`config.mk`:
```
export PLATFORM = sky130hd
export DESIGN_NAME = pport_ctl_top
export DESIGN_NICKNAME = d
export VERILOG_FILES = /design/src/rtl/pport_ctl_pkg.sv /design/src/rtl/pport_ctl_regfile.sv /design/src/rtl/pport_ctl_dir.sv /design/src/rtl/pport_ctl_irq.sv /design/src/rtl/pport_ctl_top.sv
export SDC_FILE = /design/constraint.sdc
export NUM_CORES = 1
export LEC_CHECK = 0
export BUFFER_PORTS_ARGS = -buffer_cell sky130_fd_sc_hd__buf_2
export CAP_MARGIN = 20
export CORE_AREA = 2 2 40 42
export CTS_BUF_LIST = sky130_fd_sc_hd__clkbuf_8
export DETAILED_ROUTE_END_ITERATION = 8
export DIE_AREA = 0 0 42 44
export PLACE_DENSITY = 0.82
export SYNTH_ARGS = -nofsm -noshare
export SYNTH_HDL_FRONTEND = slang
export SYNTH_SLANG_ARGS = --single-unit
```
`constraint.sdc`:
```
create_clock -name clk -period 1.15 [get_ports clk]
set_input_delay 0.0575 -clock clk [delete_from_list [all_inputs] [get_ports clk]]
set_output_delay 0.0575 -clock clk [all_outputs]
set_load 0.1 [all_outputs]
```
`src/rtl/pport_ctl_pkg.sv`:
```
package pport_ctl_pkg;

  localparam int unsigned CTL_W = 8;

  // Field positions inside the control byte
  localparam int unsigned B_STROBE  = 0;
  localparam int unsigned B_AUTOFD  = 1;
  localparam int unsigned B_INIT    = 2;
  localparam int unsigned B_SELIN   = 3;
  localparam int unsigned B_ACK_EN  = 4;
  localparam int unsigned B_DIR     = 5;
  localparam int unsigned B_TO_MASK = 6;
  localparam int unsigned B_HOSTHI  = 7;

  localparam int unsigned IRQ_N   = 2;
  localparam int unsigned IRQ_ACK = 0;
  localparam int unsigned IRQ_TO  = 1;

  typedef enum logic [2:0] {
    PM_COMPAT = 3'b000,
    PM_BIDIR  = 3'b001,
    PM_FIFO   = 3'b010,
    PM_EXTCAP = 3'b011,
    PM_EPP    = 3'b100,
    PM_RSV5   = 3'b101,
    PM_RSV6   = 3'b110,
    PM_RSV7   = 3'b111
  } pm_mode_e;

endpackage

```
`src/rtl/pport_ctl_regfile.sv`:
```
module pport_ctl_regfile
  import pport_ctl_pkg::*;
#(
  parameter int unsigned ADDR_W    = 3,
  parameter int unsigned CTRL_ADDR = 2,
  parameter logic [CTL_W-1:0] RST_VAL = 8'h4C
) (
  input  logic              clk,
  input  logic              rst_n,
  input  logic [ADDR_W-1:0] addr_i,
  input  logic              wr_en_i,
  input  logic [CTL_W-1:0]  wdata_i,
  output logic [CTL_W-1:0]  rdata_o,
  output logic [CTL_W-1:0]  ctl_q_o
);

  localparam logic [ADDR_W-1:0] SEL = ADDR_W'(CTRL_ADDR);

  logic             hit;
  logic             ctl_en;
  logic [CTL_W-1:0] ctl_d;
  logic [CTL_W-1:0] ctl_q;

  always_comb begin
    hit    = (addr_i == SEL);
    ctl_en = wr_en_i && hit;
    ctl_d  = wdata_i;
  end

  always_ff @(posedge clk or negedge rst_n) begin
    if (!rst_n) begin
      ctl_q <= RST_VAL;
    end else if (ctl_en) begin
      ctl_q <= ctl_d;
    end
  end

  always_comb begin
    rdata_o = hit ? ctl_q : '0;
    ctl_q_o = ctl_q;
  end

  // Write at the control address lands one edge later
  p_wr_capture_r1: assert property (@(posedge clk) disable iff (!rst_n)
    (wr_en_i && (addr_i == SEL)) |=> (ctl_q_o == $past(wdata_i)));

  // Writes aimed elsewhere leave the byte alone
  p_wr_other_r1: assert property (@(posedge clk) disable iff (!rst_n)
    (wr_en_i && (addr_i != SEL)) |=> $stable(ctl_q_o));

endmodule

```
`src/rtl/pport_ctl_dir.sv`:
```
module pport_ctl_dir
  import pport_ctl_pkg::*;
(
  input  logic [2:0] mode_i,
  input  logic       dir_bit_i,
  input  logic       epp_is_read_i,
  output logic       data_oe_o
);

  pm_mode_e mode;

  always_comb begin
    mode = pm_mode_e'(mode_i);
    unique case (mode)
      PM_COMPAT, PM_FIFO:  data_oe_o = 1'b1;
      PM_BIDIR, PM_EXTCAP: data_oe_o = ~dir_bit_i;
      PM_EPP:              data_oe_o = ~epp_is_read_i;
      default:             data_oe_o = 1'b0;
    endcase
  end

endmodule

```
`src/rtl/pport_ctl_irq.sv`:
```
module pport_ctl_irq
  import pport_ctl_pkg::*;
#(
  parameter int unsigned SYNC_STAGES = 2
) (
  input  logic             clk,
  input  logic             rst_n,
  input  logic             ack_n_i,
  input  logic             ack_en_i,
  input  logic             to_mask_i,
  input  logic             epp_to_i,
  input  logic [IRQ_N-1:0] clr_i,
  output logic [IRQ_N-1:0] sts_o,
  output logic             irq_o
);

  logic [SYNC_STAGES-1:0] sync_q;
  logic [SYNC_STAGES-1:0] sync_d;
  logic                   ack_prev_q;
  logic                   ack_rise;
  logic [IRQ_N-1:0]       evt;
  logic [IRQ_N-1:0]       sts_d;
  logic [IRQ_N-1:0]       sts_q;

  // Synchroniser chain, idle level high
  always_comb begin
    sync_d = {sync_q[SYNC_STAGES-2:0], ack_n_i};
  end

  always_ff @(posedge clk or negedge rst_n) begin
    if (!rst_n) begin
      sync_q     <= '1;
      ack_prev_q <= 1'b1;
    end else begin
      sync_q     <= sync_d;
      ack_prev_q <= sync_q[SYNC_STAGES-1];
    end
  end

  always_comb begin
    ack_rise     = sync_q[SYNC_STAGES-1] & ~ack_prev_q;
    evt[IRQ_ACK] = ack_rise & ack_en_i;
    evt[IRQ_TO]  = epp_to_i & ~to_mask_i;
  end

  // Per-source sticky status, set beats clear
  for (genvar g = 0; g < IRQ_N; g++) begin : g_sts
    always_comb begin
      sts_d[g] = evt[g] | (sts_q[g] & ~clr_i[g]);
    end
    always_ff @(posedge clk or negedge rst_n) begin
      if (!rst_n) begin
        sts_q[g] <= 1'b0;
      end else begin
        sts_q[g] <= sts_d[g];
      end
    end
  end

  always_comb begin
    sts_o = sts_q;
    irq_o = |sts_q;
  end

  p_ack_needs_en_r8: assert property (@(posedge clk) disable iff (!rst_n)
    $rose(sts_o[IRQ_ACK]) |-> $past(ack_en_i));

  p_to_unmasked_r9: assert property (@(posedge clk) disable iff (!rst_n)
    $rose(sts_o[IRQ_TO]) |-> $past(epp_to_i && !to_mask_i));

  p_ack_sticky_r10: assert property (@(posedge clk) disable iff (!rst_n)
    (sts_o[IRQ_ACK] && !clr_i[IRQ_ACK]) |=> sts_o[IRQ_ACK]);

  p_to_sticky_r10: assert property (@(posedge clk) disable iff (!rst_n)
    (sts_o[IRQ_TO] && !clr_i[IRQ_TO]) |=> sts_o[IRQ_TO]);

endmodule

```
`src/rtl/pport_ctl_top.sv`:
```
module pport_ctl_top
  import pport_ctl_pkg::*;
#(
  parameter int unsigned ADDR_W      = 3,
  parameter int unsigned CTRL_ADDR   = 2,
  parameter int unsigned SYNC_STAGES = 2,
  parameter int unsigned RST_STAGES  = 2
) (
  input  logic              clk,
  input  logic              rst_n,
  input  logic [ADDR_W-1:0] bus_addr,
  input  logic              bus_wr_en,
  input  logic [7:0]        bus_wdata,
  output logic [7:0]        bus_rdata,
  input  logic [2:0]        mode_sel,
  input  logic              epp_is_read,
  input  logic              ack_n_in,
  input  logic              epp_timeout,
  input  logic [1:0]        irq_clr,
  output logic              strobe_n,
  output logic              autofeed_n,
  output logic              init_n,
  output logic              select_in_n,
  output logic              host_hi,
  output logic              data_oe,
  output logic [1:0]        irq_status,
  output logic              irq_out
);

  // Reset asserted asynchronously, released on a clock edge
  logic [RST_STAGES-1:0] rst_sync_q;
  logic                  rst_int_n;

  always_ff @(posedge clk or negedge rst_n) begin
    if (!rst_n) begin
      rst_sync_q <= '0;
    end else begin
      rst_sync_q <= {rst_sync_q[RST_STAGES-2:0], 1'b1};
    end
  end

  always_comb rst_int_n = rst_sync_q[RST_STAGES-1];

  logic [CTL_W-1:0] ctl_q;

  pport_ctl_regfile #(
    .ADDR_W    (ADDR_W),
    .CTRL_ADDR (CTRL_ADDR),
    .RST_VAL   (8'h4C)
  ) regfile_i (
    .clk     (clk),
    .rst_n   (rst_int_n),
    .addr_i  (bus_addr),
    .wr_en_i (bus_wr_en),
    .wdata_i (bus_wdata),
    .rdata_o (bus_rdata),
    .ctl_q_o (ctl_q)
  );

  pport_ctl_dir dir_i (
    .mode_i        (mode_sel),
    .dir_bit_i     (ctl_q[B_DIR]),
    .epp_is_read_i (epp_is_read),
    .data_oe_o     (data_oe)
  );

  pport_ctl_irq #(
    .SYNC_STAGES (SYNC_STAGES)
  ) irq_i (
    .clk       (clk),
    .rst_n     (rst_int_n),
    .ack_n_i   (ack_n_in),
    .ack_en_i  (ctl_q[B_ACK_EN]),
    .to_mask_i (ctl_q[B_TO_MASK]),
    .epp_to_i  (epp_timeout),
    .clr_i     (irq_clr),
    .sts_o     (irq_status),
    .irq_o     (irq_out)
  );

  always_comb begin
    strobe_n    = ~ctl_q[B_STROBE];
    autofeed_n  = ~ctl_q[B_AUTOFD];
    init_n      =  ctl_q[B_INIT];
    select_in_n = ~ctl_q[B_SELIN];
    host_hi     =  ctl_q[B_HOSTHI];
  end

endmodule

```
==> results.md <==
* Status: finished, violations left
* Failing checks: setup timing
* Register area at 395 sq um
* Area Overhead vs Synth at 104%
* Worst path slowest cell: dfstp_4
* Post-synthesis instance total at 47
* DRT iter0 DRCs at 8
* First-pass GRT wire length at 3350 microns
* P_leak at 0.597 nW
* Count of input and output buffers at 38
* Overall power at 2.33 mW
* Non-Filler Instances at 116
* Reg power frac at 0.312
* CP endpoint kind: primary output
* Netlist Area Pre-Place at 614 sq um
* Final Hold Fails at 0
* Xor/xnor share of the synthesized area at 0
* CP Launch Type: register
* Via density per instance at 4.84
* Area of the multi-input gates at 253 sq um
* Internal Pwr Total at 1.33 mW
* Global placement routability congestion at 0.631
* CP required at 1.09 ns
* Cell-by-cell listing of the critical path: and2_4 -> buf_12
* Number of H-tree levels at 1
* Period utilization at 1.07
* # DRC at 0
* Crit Path Class: register to primary output
* Final wirelength at 2130 microns
* Die H at 44 microns
* Final core occ at 0.885
* Largest net degree at the start of global routing at 14
* DP Cell Count at 103
* Worst Path Arrival at 1.17 ns
* Switching part of the total at 0.428
* Antenna fix cells at 0
* Worst-path fanout max at 3
* Synth warn at 0
* Simple-gate share of the synthesized area at 0.134
* Cell Rows at 14
* Synth Area in Compound Gates at 0.0407
* Clock root buffer master: clkbuf_8
* Switching pwr at 997 uW
* Clock Power Share at 0.182
* CTS tree: yes
* Routed Antenna Nets at 0
* Post-synthesis mux area share at 0.147
* Via count at 562
* Post-synthesis adder-cell area fraction at 0
* Total clock buffers created by CTS at 3
* Worst Clk Skew at 0.00600 ns
* Io pins at 39
* GRT Overall Usage at 0.261
* Die width at 42 microns
* First-pass DRT Iterations at 2
* Post-DP HPWL at 1300 microns
* Combinational power share at 0.507
* Overflow after GRT at 0
* Initial Utilization at 0.433
* Reg clk slew, reported paths at 0.06 ns
* Avg Cell Area, Syn at 13.1 sq um
* Clock sink count at 15
* Setup-failing EPs final at 4
* Vias in the first global route at 660
* DIE AREA at 1850 sq um
* Worst vdd ir at 1.38 mV
* Max clock buf depth at 2
* Core box area at 1420 sq um
* Largest family of logic cells by synthesized area: multiplexers
* Pwr Density at 1850 nW/um^2
* Seq/Total Area, Yosys at 0.623
* Syn Nets at 69
* Fillers at 49
* RSZ-0062 raised after global routing: yes
* NumNets Final at 123
* Pins Over Slew Limit at 0
* Layout cells sized above 1 at 0.810
* Antenna violations before repair at 0
* Max Cap Violations at 0
* Latest clock arrival within the worst-skew pair at 0.25 ns
* Final Critical Period at 1.23 ns
* Largest stage delay on the critical path at 0.62 ns
* Max frequency at 0.814 GHz
* Yosys reg bits at 15
* Worst min-delay path class: input pin to register
* Wire length per cell at 18.3 microns
* Worst setup margin at -0.0792 ns
* Synth cell types at 15
[synthesized netlist by cell type (all sizes together)]
master / count / area [sq um]
a21oi: 1 / 5.00
and2: 7 / 43.8
buf: 1 / 7.51
conb: 1 / 3.75
dfrtp: 9 / 225
dfstp: 6 / 158
inv: 6 / 22.5
mux2: 8 / 90.1
nand2: 1 / 3.75
nand3b: 1 / 7.51
nor3b: 1 / 7.51
nor4bb: 2 / 20.0
o21ai: 1 / 5.00
o22ai: 1 / 6.26
o31a: 1 / 8.76
[metrics by stage]
step                area, sq um  hold slack, ns  TNS [ns]  setup slack, ns
finish                     1260          0.0269    -0.152          -0.0792
global route               1260          0.0368    -0.289           -0.108
CTS                        1220          0.0233    -0.148          -0.0744
detailed placement         1120          -0.155   -0.0185          -0.0120
global placement           1120          -0.157         0           0.0518
floorplan                   664          -0.238    -0.538           -0.319
[cells by family (layout without fill, tap and decap cells)]
logic type / after synthesis / after routing
AO/OA/AOI/OAI: 4 / 4
buffers and inverters: 7 / 60
flip-flops: 15 / 15
multiplexers: 8 / 8
other: 1 / 1
AND/OR/NAND/NOR: 12 / 12
[layer usage]
| metal | share of wire | up-vias | global-route usage |
|---|---|---|---|
| met5 | 0 | - | 0 |
| met4 | 0.026 | 0 | 0.0968 |
| met3 | 0.052 | 7 | 0.0458 |
| met1 | 0.35 | 268 | 0.279 |
| met2 | 0.57 | 28 | 0.509 |
| li1 | - | 259 | - |
[worst max-delay path: cells and delay by family (launching register included)]
family | cells | cell delay [ns]
buf+inv | 1 | 0.16
flops | 1 | 0.62
simple gates | 1 | 0.15
[area by class of cell]
class / instances / area share
Clock inverter: 1 / 0.00398
Clock buffer: 3 / 0.0329
Timing Repair Buffer: 50 / 0.413
Inverter: 6 / 0.0179
Sequential cell: 15 / 0.315
Tap cell: 16 / 0.0159
Multi-Input combinational cell: 25 / 0.201
[worst paths after layout]
kind                                             startpoint                                to  slack (ns)  depth (start not counted)
max                        regfile_i.ctl_q_o[2]$_DFFE_PN1P_                      bus_rdata[2]       -0.08                          2
min                                              irq_clr[0]          irq_i.sts_o[0]$_DFF_PN0_        0.03                          2
max reg2reg                regfile_i.ctl_q_o[5]$_DFFE_PN0P_  regfile_i.ctl_q_o[5]$_DFFE_PN0P_        0.11                          3
min reg2reg                         rst_sync_q[1]$_DFF_PN0_          irq_i.sts_o[1]$_DFF_PN0_        0.20                          0
max in group asynchronous           rst_sync_q[1]$_DFF_PN0_  regfile_i.ctl_q_o[7]$_DFFE_PN0P_        0.58                          0
min in group asynchronous                             rst_n           rst_sync_q[0]$_DFF_PN0_        0.12                          2
[power groups by stage]
stage | registers [mW] | clock network [mW] | logic [mW]
detailed placement | 0.735 | 0 | 1.06
finish | 0.726 | 0.423 | 1.18
CTS | 0.725 | 0.420 | 1.13
global route | 0.739 | 0.449 | 1.21
global placement | 0.728 | 0 | 1.04
floorplan | 0.910 | 0 | 0.497
[state kept, by name, indices dropped and copies added, names as in the netlist]
register	cells
irq_i.ack_prev_q	1
irq_i.sts_o	2
irq_i.sync_q	2
regfile_i.ctl_q_o	8
rst_sync_q	2
[cells in the final DEF, fill, tap and decap left out, types with 3 or more instances in the layout]
cell,netlist,final
and2_2,0,3
dfstp_2,6,5
clkbuf_8,0,3
and2_4,0,4
buf_4,1,9
dfrtp_1,9,6
buf_2,0,22
inv_1,6,5
dlygate4sd3_1,0,3
mux2_2,8,8
buf_12,0,15
[timing repair]
action                     CTS  global route
hold buffers                 3             0
buffers inserted             3             3
setup endpoints to repair    5            11
hold endpoints to repair     4             0
resized for setup            3             3
(Power assumes the default switching activity.)
